[src/rtl/irq_cascade_pkg.sv]
package irq_cascade_pkg;
  localparam int UNIT_W  = 8;
  localparam int ID_W    = $clog2(UNIT_W);
  localparam int VEC_W   = 8;
  localparam int N_UNITS = 2;
  localparam int CAS_PIN = 2;
  localparam logic [UNIT_W-1:0] TRIG_MASK_M = 8'hF8;
  localparam logic [UNIT_W-1:0] TRIG_MASK_S = 8'hDE;

  typedef enum logic [1:0] {
    REG_MASK = 2'd0,
    REG_BASE = 2'd1,
    REG_EOI  = 2'd2,
    REG_TRIG = 2'd3
  } reg_sel_e;
endpackage

[src/rtl/irq_rst_sync.sv]
module irq_rst_sync #(
  parameter int STAGES = 2
) (
  input  logic clk,
  input  logic rst_n,
  output logic srst_n
);
  logic [STAGES-1:0] sync_q;

  always_ff @(posedge clk or negedge rst_n) begin
    if (!rst_n) sync_q <= '0;
    else        sync_q <= {sync_q[STAGES-2:0], 1'b1};
  end

  assign srst_n = sync_q[STAGES-1];
endmodule

[src/rtl/irq_unit.sv]
module irq_unit #(
  parameter int          W         = 8,
  parameter int          VW        = 8,
  parameter logic [W-1:0] TRIG_MASK = '1,
  localparam int         IW        = $clog2(W)
) (
  input  logic          clk,
  input  logic          rst_n,
  input  logic [W-1:0]  req,
  input  logic [W-1:0]  force_set,
  input  logic          wr_mask,
  input  logic          wr_base,
  input  logic          wr_trig,
  input  logic          wr_eoi,
  input  logic [VW-1:0] wdata,
  input  logic          ack,
  input  logic [IW-1:0] ack_id,
  output logic          win_valid,
  output logic [IW-1:0] win_id,
  output logic [W-1:0]  mask_o,
  output logic [VW-1:0] base_o,
  output logic [W-1:0]  isr_o,
  output logic [W-1:0]  trig_o
);
  logic [W-1:0]     irr_q, isr_q, mask_q, trig_q, req_q;
  logic [VW-1:IW]   base_q;
  logic [W-1:0]     irr_d, isr_d, pend, eoi_clr, ack_set;
  logic [IW-1:0]    pend_idx, isr_idx;
  logic             pend_any, isr_any;

  always_comb begin
    pend     = irr_q & ~mask_q;
    pend_idx = '0;
    pend_any = 1'b0;
    isr_idx  = '0;
    isr_any  = 1'b0;
    for (int i = W - 1; i >= 0; i--) begin
      if (pend[i]) begin
        pend_idx = IW'(i);
        pend_any = 1'b1;
      end
      if (isr_q[i]) begin
        isr_idx = IW'(i);
        isr_any = 1'b1;
      end
    end
    win_valid = pend_any && (!isr_any || (pend_idx < isr_idx));
    win_id    = pend_idx;
  end

  always_comb begin
    eoi_clr = '0;
    ack_set = '0;
    if (wr_eoi && isr_any) eoi_clr[isr_idx] = 1'b1;
    if (ack)               ack_set[ack_id]  = 1'b1;
    for (int i = 0; i < W; i++) begin
      if (trig_q[i]) irr_d[i] = req[i];
      else           irr_d[i] = irr_q[i] | (req[i] & ~req_q[i]);
    end
    irr_d = irr_d | force_set;
    irr_d = irr_d & ~(ack_set & ~trig_q);
    isr_d = (isr_q & ~eoi_clr) | ack_set;
  end

  always_ff @(posedge clk or negedge rst_n) begin
    if (!rst_n) begin
      irr_q  <= '0;
      isr_q  <= '0;
      req_q  <= '0;
      mask_q <= '0;
      trig_q <= '0;
      base_q <= '0;
    end else begin
      irr_q <= irr_d;
      isr_q <= isr_d;
      req_q <= req;
      if (wr_mask) mask_q <= wdata[W-1:0];
      if (wr_trig) trig_q <= wdata[W-1:0] & TRIG_MASK;
      if (wr_base) base_q <= wdata[VW-1:IW];
    end
  end

  assign mask_o = mask_q;
  assign trig_o = trig_q;
  assign isr_o  = isr_q;
  assign base_o = {base_q, {IW{1'b0}}};
endmodule

[src/rtl/irq_cascade_pair.sv]
module irq_cascade_pair
  import irq_cascade_pkg::*;
(
  input  logic                         clk,
  input  logic                         rst_n,
  input  logic [N_UNITS*UNIT_W-1:0]    irq_in,
  output logic                         int_o,
  input  logic                         ack_i,
  output logic [VEC_W-1:0]             vec_o,
  input  logic                         bus_wr,
  input  logic [2:0]                   bus_addr,
  input  logic [VEC_W-1:0]             bus_wdata,
  output logic [VEC_W-1:0]             bus_rdata
);
  localparam logic [ID_W-1:0] CAS_ID   = ID_W'(CAS_PIN);
  localparam logic [ID_W-1:0] SPUR_ID  = ID_W'(UNIT_W - 1);

  logic                               srst_n;
  logic [N_UNITS-1:0]                 win_valid_v, ack_v;
  logic [N_UNITS-1:0]                 wr_mask_v, wr_base_v, wr_trig_v, wr_eoi_v;
  logic [N_UNITS-1:0][ID_W-1:0]       win_id_v, ack_id_v;
  logic [N_UNITS-1:0][UNIT_W-1:0]     force_v, mask_v, isr_v, trig_v;
  logic [N_UNITS-1:0][VEC_W-1:0]      base_v;
  reg_sel_e                           sel;
  logic                               unit_sel;
  logic                               m_cas;

  irq_rst_sync #(.STAGES(2)) u_rst (.clk(clk), .rst_n(rst_n), .srst_n(srst_n));

  assign sel      = reg_sel_e'(bus_addr[2:1]);
  assign unit_sel = bus_addr[0];

  always_comb begin
    for (int u = 0; u < N_UNITS; u++) begin
      wr_mask_v[u] = bus_wr && (unit_sel == u[0]) && (sel == REG_MASK);
      wr_base_v[u] = bus_wr && (unit_sel == u[0]) && (sel == REG_BASE);
      wr_eoi_v[u]  = bus_wr && (unit_sel == u[0]) && (sel == REG_EOI);
      wr_trig_v[u] = bus_wr && (unit_sel == u[0]) && (sel == REG_TRIG);
    end
  end

  always_comb begin
    force_v    = '0;
    force_v[0] = UNIT_W'(win_valid_v[1]) << CAS_PIN;
    m_cas      = win_valid_v[0] && (win_id_v[0] == CAS_ID);
    ack_v[0]   = ack_i && win_valid_v[0];
    ack_id_v[0] = win_id_v[0];
    ack_v[1]   = ack_i && m_cas && win_valid_v[1];
    ack_id_v[1] = win_id_v[1];
    if (!win_valid_v[0])    vec_o = base_v[0] | VEC_W'(SPUR_ID);
    else if (!m_cas)        vec_o = base_v[0] | VEC_W'(win_id_v[0]);
    else if (win_valid_v[1]) vec_o = base_v[1] | VEC_W'(win_id_v[1]);
    else                    vec_o = base_v[1] | VEC_W'(SPUR_ID);
  end

  for (genvar u = 0; u < N_UNITS; u++) begin : g_unit
    irq_unit #(
      .W        (UNIT_W),
      .VW       (VEC_W),
      .TRIG_MASK((u == 0) ? TRIG_MASK_M : TRIG_MASK_S)
    ) u_unit (
      .clk      (clk),
      .rst_n    (srst_n),
      .req      (irq_in[u*UNIT_W +: UNIT_W]),
      .force_set(force_v[u]),
      .wr_mask  (wr_mask_v[u]),
      .wr_base  (wr_base_v[u]),
      .wr_trig  (wr_trig_v[u]),
      .wr_eoi   (wr_eoi_v[u]),
      .wdata    (bus_wdata),
      .ack      (ack_v[u]),
      .ack_id   (ack_id_v[u]),
      .win_valid(win_valid_v[u]),
      .win_id   (win_id_v[u]),
      .mask_o   (mask_v[u]),
      .base_o   (base_v[u]),
      .isr_o    (isr_v[u]),
      .trig_o   (trig_v[u])
    );
  end

  assign int_o = win_valid_v[0];

  always_comb begin
    case (sel)
      REG_MASK: bus_rdata = mask_v[unit_sel];
      REG_BASE: bus_rdata = base_v[unit_sel];
      REG_EOI:  bus_rdata = isr_v[unit_sel];
      default:  bus_rdata = trig_v[unit_sel];
    endcase
  end
endmodule

[config.mk]
export PLATFORM = sky130hd
export DESIGN_NAME = irq_cascade_pair
export DESIGN_NICKNAME = d
export VERILOG_FILES = /design/src/rtl/irq_cascade_pkg.sv /design/src/rtl/irq_rst_sync.sv /design/src/rtl/irq_unit.sv /design/src/rtl/irq_cascade_pair.sv
export SDC_FILE = /design/constraint.sdc
export NUM_CORES = 1
export LEC_CHECK = 0
export BUFFER_PORTS_ARGS = -buffer_cell sky130_fd_sc_hd__clkbuf_2
export CORE_MARGIN = 1.5
export CORE_UTILIZATION = 30
export DETAILED_ROUTE_END_ITERATION = 12
export SYNTH_ARGS = -nofsm -noshare
export SYNTH_HDL_FRONTEND = slang
export SYNTH_HIERARCHICAL = 1
export SYNTH_SLANG_ARGS = --single-unit
[constraint.sdc]
create_clock -name clk -period 9.71 [get_ports clk]
set_clock_uncertainty 0.2 [all_clocks]
set_input_delay 0.4855 -clock clk [delete_from_list [all_inputs] [get_ports clk]]
set_output_delay 0.4855 -clock clk [all_outputs]
set_load 0.01 [all_outputs]
==> results of run 1 <==
[cells by family (layout without fill, tap and decap cells)]
group	Yosys count	count (layout)	synth area share
simple gates	116	116	0.130
compound gates	88	88	0.128
fa+ha+maj	4	4	0.0107
mux	66	66	0.204
buf+inv	55	102	0.0583
other cells	4	27	0.00321
flops	87	87	0.466
[cell usage after synthesis (5+ instances only)]
master,count
a211oi_1,5
a21oi_1,6
a31oi_1,5
buf_4,11
dfrtp_1,87
inv_1,35
mux2_1,18
mux2_2,32
mux4_1,8
mux4_2,8
nand2_1,25
nand2b_1,23
nand3_1,5
nand4_1,6
nor2_1,25
nor2b_1,9
nor3_1,6
o21ai_0,30
o21ai_1,7
o22a_1,7
[registers in the layout, summed over array words and instances (netlist names)]
| name | count |
|---|---|
| g_unit.u_unit/irr_q | 16 |
| g_unit.u_unit/isr_o | 16 |
| g_unit.u_unit/mask_o | 16 |
| g_unit.u_unit/req_q | 16 |
| g_unit.u_unit/trig_o | 11 |
| g_unit.u_unit/base_q | 10 |
| u_rst/sync_q | 2 |
[power by group]
group / internal [mW] / switching (mW) / total [mW]
registers: 0.433 / 0.0885 / 0.522
clock network: 0.186 / 0.140 / 0.325
logic: 0.188 / 0.224 / 0.412
total: 0.807 / 0.452 / 1.26
[cell type report]
type	instances	share of cell area
multi-input cells	301	0.429
well taps	188	0.0435
repair buffers	51	0.0495
inverters	35	0.0243
clock inverters	4	0.00370
flip-flops and latches	87	0.403
clock buffers	12	0.0474
[critical path, stage by stage (launching register included)]
cell      delay (ns)
dfrtp_1         0.39
nand2b_1        0.18
o21ai_1         0.17
nor2_1          0.08
nor2_1          0.53
ha_1            0.36
a211o_1         0.29
a21oi_1         0.12
o221ai_1        0.13
a21oi_1         0.38
nor4bb_2        1.14
nor4bb_1        0.38
o21ai_0         0.17
clkbuf_2        0.18
[per-layer routing]
layer | GRT usage | vias to the layer above | share of wire
li1 | - | 1629 | -
met1 | 0.216 | 1748 | 0.48
met2 | 0.232 | 108 | 0.44
met3 | 0.0505 | 15 | 0.062
met4 | 0.0463 | 0 | 0.017
met5 | 0 | - | 0
[worst paths after layout]
path	startpoint	depth (start not counted)	endpoint	slack, ns
setup / recovery	g_unit[0].u_unit/mask_o[7]	13	vec_o[0]	4.18
min in group asynchronous	rst_n	2	u_rst/sync_q[1]	0.26
max in group asynchronous	u_rst/sync_q[1]	1	g_unit[0].u_unit/isr_o[3]	8.19
setup reg to reg	g_unit[0].u_unit/mask_o[7]	14	g_unit[1].u_unit/irr_q[6]	4.54
hold reg to reg	u_rst/sync_q[0]	0	u_rst/sync_q[1]	0.15
hold / removal	irq_in[11]	1	g_unit[1].u_unit/req_q[3]	0.05
[repair_timing]
action | 4_1_cts | 5_1_grt
gates resized for setup | 0 | 0
hold buffers | 1 | 0
hold endpoints to repair | 2 | 0
==> results.py, run 1 <==
metrics = {
    "cts": {
        "cts.repair_timing.setup_buffer_count": 0,
        "ctsHtreeMaxLevel": 3,
        "clock-sinks": 87,
        "clk_path_buf_depth": 2,
        "worst_skew_pair.late_latency_ns": 0.35,
        "clkTransAtPathRegs_ns": 0.06,
        "cts-buffers-inserted": 9,
        "ctsRootBufferMaster": "clkbuf_16",
        "tritoncts": "yes",
    },
    "route": {
        "post_drt_via_cell_ratio": 5.16,
        "drt.antenna.violating_nets": 0,
        "wirelength_um": 11900,
        "starting_drt_drc_count": 242,
        "routedWlPerCell_um": 17.6,
        "route.detailed.drc": 0,
        "firstDrtPassIters": 5,
        "vias": 3500,
    },
    "sta": {
        "setup_slack_ns": 4.18,
        "worst-slew-pin-transition_ns": 1.35,
        "max_clock_freq_ghz": 0.181,
        "setup_tns_ns": 0,
        "grt_setup_unrepaired": "no",
        "max-slew-margin-rel": 0.0896,
        "min_period_ns": 5.53,
        "finalCritPeriodShare": 0.570,
        "final_setup_violation_count": 0,
        "finalHoldWorstSlack_ns": 0.0549,
        "final_hold_viol_count": 0,
        "slew_violations": 0,
    },
    "synth": {
        "seq_area_frac_synth": 0.466,
        "yosys.area.top_type_share": 0.466,
        "post_synth_main_area_contributors": "dfrtp_1 47%, mux2_2 7.7%, mux4_1 4.5%",
        "synth_top_flop_cell": "dfrtp_1",
        "synth.distinct_cells": 48,
        "syn_area_per_cell_sq_um": 11.1,
        "synth-seq-cells": 87,
        "async_flop_share": 1.00,
        "yosysTopAreaCell": "dfrtp_1",
        "yosysWarnings": 6,
        "post_synth_instance_area_sq_um": 4680,
        "number_of_enable_type_register_cells_in_the_synthesized_netlist": 0,
        "postSynthCellCount": 420,
    },
    "finish": {
        "antenna_cells_inserted": 0,
        "post_route_cells_drive_above_1_share": 0.229,
        "finalNetCount": 520,
        "instances_no_fill": 678,
        "most_common_cell_after_layout_fill_and_taps_aside": "dfrtp_1",
        "ff_latch_area_sq_um": 2180,
        "finish.instance_area_sq_um": 5410,
        "fillerInstances": 1538,
        "layout-area-overhead-vs-synth_pct": 15.7,
        "multi_input_area_sq_um": 2320,
        "finalCoreUtilization": 0.356,
        "layout_common_cells": "86 x dfrtp_1, 47 x clkbuf_2, 35 x inv_1, 32 x mux2_2, 30 x o21ai_0",
    },
    "setup_path": {
        "worst_ep_arrival_time_ns": 4.85,
        "cp.required_ns": 9.02,
        "worstSetupPathType": "reg -> out",
        "critical_path_peak_fanout": 11,
        "critPathLaunchType": "register",
        "endpoint_kind": "output port",
    },
    "hold_path": {
        "hold_class": "in -> reg",
    },
    "floorplan": {
        "top_level_ports": 48,
        "rows": 45,
        "floorplan.core_area_sq_um": 15200,
        "die-width_um": 128,
        "initial_core_util": 0.308,
        "die-area_sq_um": 16300,
        "die_height_um": 128,
    },
    "placed_design": {
        "place.gp.congestion": 0.911,
        "placement.io_buffers": 47,
        "placed_cells_incl_taps": 661,
        "area_after_dpl_sq_um": 5120,
        "dpl.hpwl_um": 8860,
        "preCtsSetupSlack_ns": 4.67,
    },
    "global_route": {
        "grt.overflow.total": 0,
        "grt_first_pass_wirelength_um": 19300,
        "antenna_found_initial": 0,
        "grt_pass1_vias": 3523,
        "grt_usage": 0.156,
        "grt_max_degree": 86,
    },
    "power": {
        "pwr_density_cell_nw_per_um2": 233,
        "maximum_vdd_drop_mv": 0.0887,
        "p_leak_nw": 2.41,
        "fin_total_pwr_mw": 1.26,
    },
    "run_status": {
        "status": "finished clean",
    },
    "job": {
        "maxCapViolCount": 0,
    },
}
No activity file was read; power rests on OpenSTA's default activity.
==> run 2, diff against run 1 <==
Clock period 9.71 ns to 5.5 ns, I/O delays scaled along.
==> results.py, run 2 (synthesized netlist as in run 1, its figures left out) <==
metrics = {
    "cts": {
        "cts.repair_timing.setup_buffer_count": 0,
        "cts_resized": 0,
        "worst_skew_pair.late_latency_ns": 0.34,
        "cts-buffers-inserted": 9,
        "clkTransAtPathRegs_ns": 0.06,
        "tritoncts": "yes",
        "ctsRootBufferMaster": "clkbuf_16",
        "clock-sinks": 87,
        "clk_path_buf_depth": 2,
        "ctsHtreeMaxLevel": 3,
    },
    "global_route": {
        "grt_usage": 0.155,
        "grtUsageMet2": 0.230,
        "grt.overflow.total": 0,
        "antenna_found_initial": 0,
        "global_route.usage.met3": 0.0459,
        "grt_first_pass_wirelength_um": 19300,
        "grt_pass1_vias": 3586,
        "met1_usage": 0.213,
        "busiest_layer": "met2",
        "grt_max_degree": 86,
    },
    "finish": {
        "ff_latch_area_sq_um": 2180,
        "antenna_cells_inserted": 0,
        "instances_no_fill": 697,
        "post_route_cells_drive_above_1_share": 0.220,
        "finalNetCount": 539,
        "most_common_cell_after_layout_fill_and_taps_aside": "dfrtp_1",
        "multi_input_area_sq_um": 2320,
        "fillerInstances": 1509,
        "layout-area-overhead-vs-synth_pct": 20.5,
        "layout_common_cells": "86 x dfrtp_1, 47 x clkbuf_2, 35 x inv_1, 32 x mux2_2, 30 x o21ai_0",
    },
    "sta": {
        "min_period_ns": 4.51,
        "grt_setup_unrepaired": "no",
        "finalCritPeriodShare": 0.820,
        "setup_slack_ns": 0.991,
        "finalHoldWorstSlack_ns": 0.0525,
        "worst-slew-pin-transition_ns": 1.08,
        "slew_violations": 0,
        "final_setup_violation_count": 0,
        "final_hold_viol_count": 0,
        "max-slew-margin-rel": 0.281,
        "max_clock_freq_ghz": 0.222,
        "setup_tns_ns": 0,
    },
    "route": {
        "starting_drt_drc_count": 221,
        "drt.antenna.violating_nets": 0,
        "wirelength_um": 11800,
        "routedWlPerCell_um": 17.0,
        "post_drt_via_cell_ratio": 5.09,
        "vias": 3549,
        "firstDrtPassIters": 5,
        "route.detailed.drc": 0,
    },
    "setup_path": {
        "worstSetupPathType": "reg -> out",
        "timing.critical_path.slowest_stage_cell": "nor2_1",
        "cp.required_ns": 5.03,
        "register_to_register_setup_slack_ns": 1.16,
        "worstPathBufferInverterCount": 2,
        "rr_endpoint": "g_unit[1].u_unit/irr_q[6]",
        "crit_path_cell_trace": "nand2b_1 -> o21ai_1 -> nor2_1 -> nor2_1 -> ha_1 -> a211o_1 -> a21oi_1 -> o221ai_1 -> a21oi_1 -> nor4bb_2 -> buf_4 -> nor4bb_1 -> o21ai_0 -> clkbuf_2",
        "crit_family": "simple AND/OR/NAND/NOR gates",
        "timing.critical_path.slowest_cell_delay_ns": 0.55,
        "worst_ep_arrival_time_ns": 4.03,
        "critPathLaunchType": "register",
        "endpoint_kind": "output port",
        "r2r.worst_path.cells": 15,
        "critical_path_peak_fanout": 11,
        "worst_r2r_startpoint": "g_unit[0].u_unit/mask_o[7]",
    },
    "power": {
        "p_leak_nw": 2.50,
        "fin_total_pwr_mw": 2.29,
        "pwr_density_cell_nw_per_um2": 407,
        "maximum_vdd_drop_mv": 0.171,
    },
    "floorplan": {
        "rows": 45,
        "initial_core_util": 0.308,
        "floorplan.core_area_sq_um": 15200,
        "top_level_ports": 48,
        "die_height_um": 128,
        "die-area_sq_um": 16300,
        "die-width_um": 128,
    },
    "placed_design": {
        "placed_cells_incl_taps": 661,
        "preCtsSetupSlack_ns": 1.19,
        "place.gp.congestion": 0.868,
        "dpl.hpwl_um": 8910,
        "placement.io_buffers": 47,
    },
    "hold_path": {
        "hold_class": "in -> async",
    },
    "run_status": {
        "status": "finished clean",
    },
    "job": {
        "maxCapViolCount": 0,
    },
}
-- run 2: stage by stage --
step / util / instance area (sq um)
4_1_cts: 0.371 / 5630
5_1_grt: 0.371 / 5630
6_report: 0.371 / 5630
2_1_floorplan: - / 4760
3_5_place_dp: 0.337 / 5120
3_3_place_gp: 0.337 / 5120
-- run 2: repair_timing --
action,CTS,global route
setup endpoints to repair,0,0
hold buffers,20,0
endpoints found under the hold margin,22,0
-- run 2: area by class of cell --
cell class | instances | area share
flip-flops and latches | 87 | 0.387
inverters | 35 | 0.0233
well taps | 188 | 0.0418
repair buffers | 70 | 0.0813
clock buffers | 13 | 0.0480
multi-input cells | 301 | 0.412
clock inverters | 3 | 0.00711
-- run 2: how the worst max path moves through the flow --
| stage | slack [ns] | to | depth (start not counted) | startpoint |
|---|---|---|---|---|
| floorplan | 1.68 | g_unit[1].u_unit/irr_q[6] | 15 | g_unit[0].u_unit/mask_o[7] |
| detailed placement | 1.19 | g_unit[1].u_unit/irr_q[6] | 15 | g_unit[0].u_unit/mask_o[7] |
| finish | 0.99 | vec_o[0] | 14 | g_unit[0].u_unit/mask_o[7] |
| global route | 0.71 | vec_o[0] | 14 | g_unit[0].u_unit/mask_o[7] |
| CTS | 0.99 | vec_o[0] | 14 | g_unit[0].u_unit/mask_o[7] |
| global placement | 1.42 | g_unit[1].u_unit/irr_q[6] | 15 | g_unit[0].u_unit/mask_o[7] |
-- run 2: metal layers --
layer | part of all wire | routed length (um)
met5 | 0 | 0
met3 | 0.072 | 848
met2 | 0.44 | 5160
met4 | 0.024 | 284
met1 | 0.47 | 5530
-- run 2: where the power goes --
group	internal, mW	leakage, nW	switching (mW)
Sequential	0.764	1.01	0.170
Clock	0.388	0.156	0.241
Combinational	0.343	1.34	0.385
Total	1.49	2.50	0.795
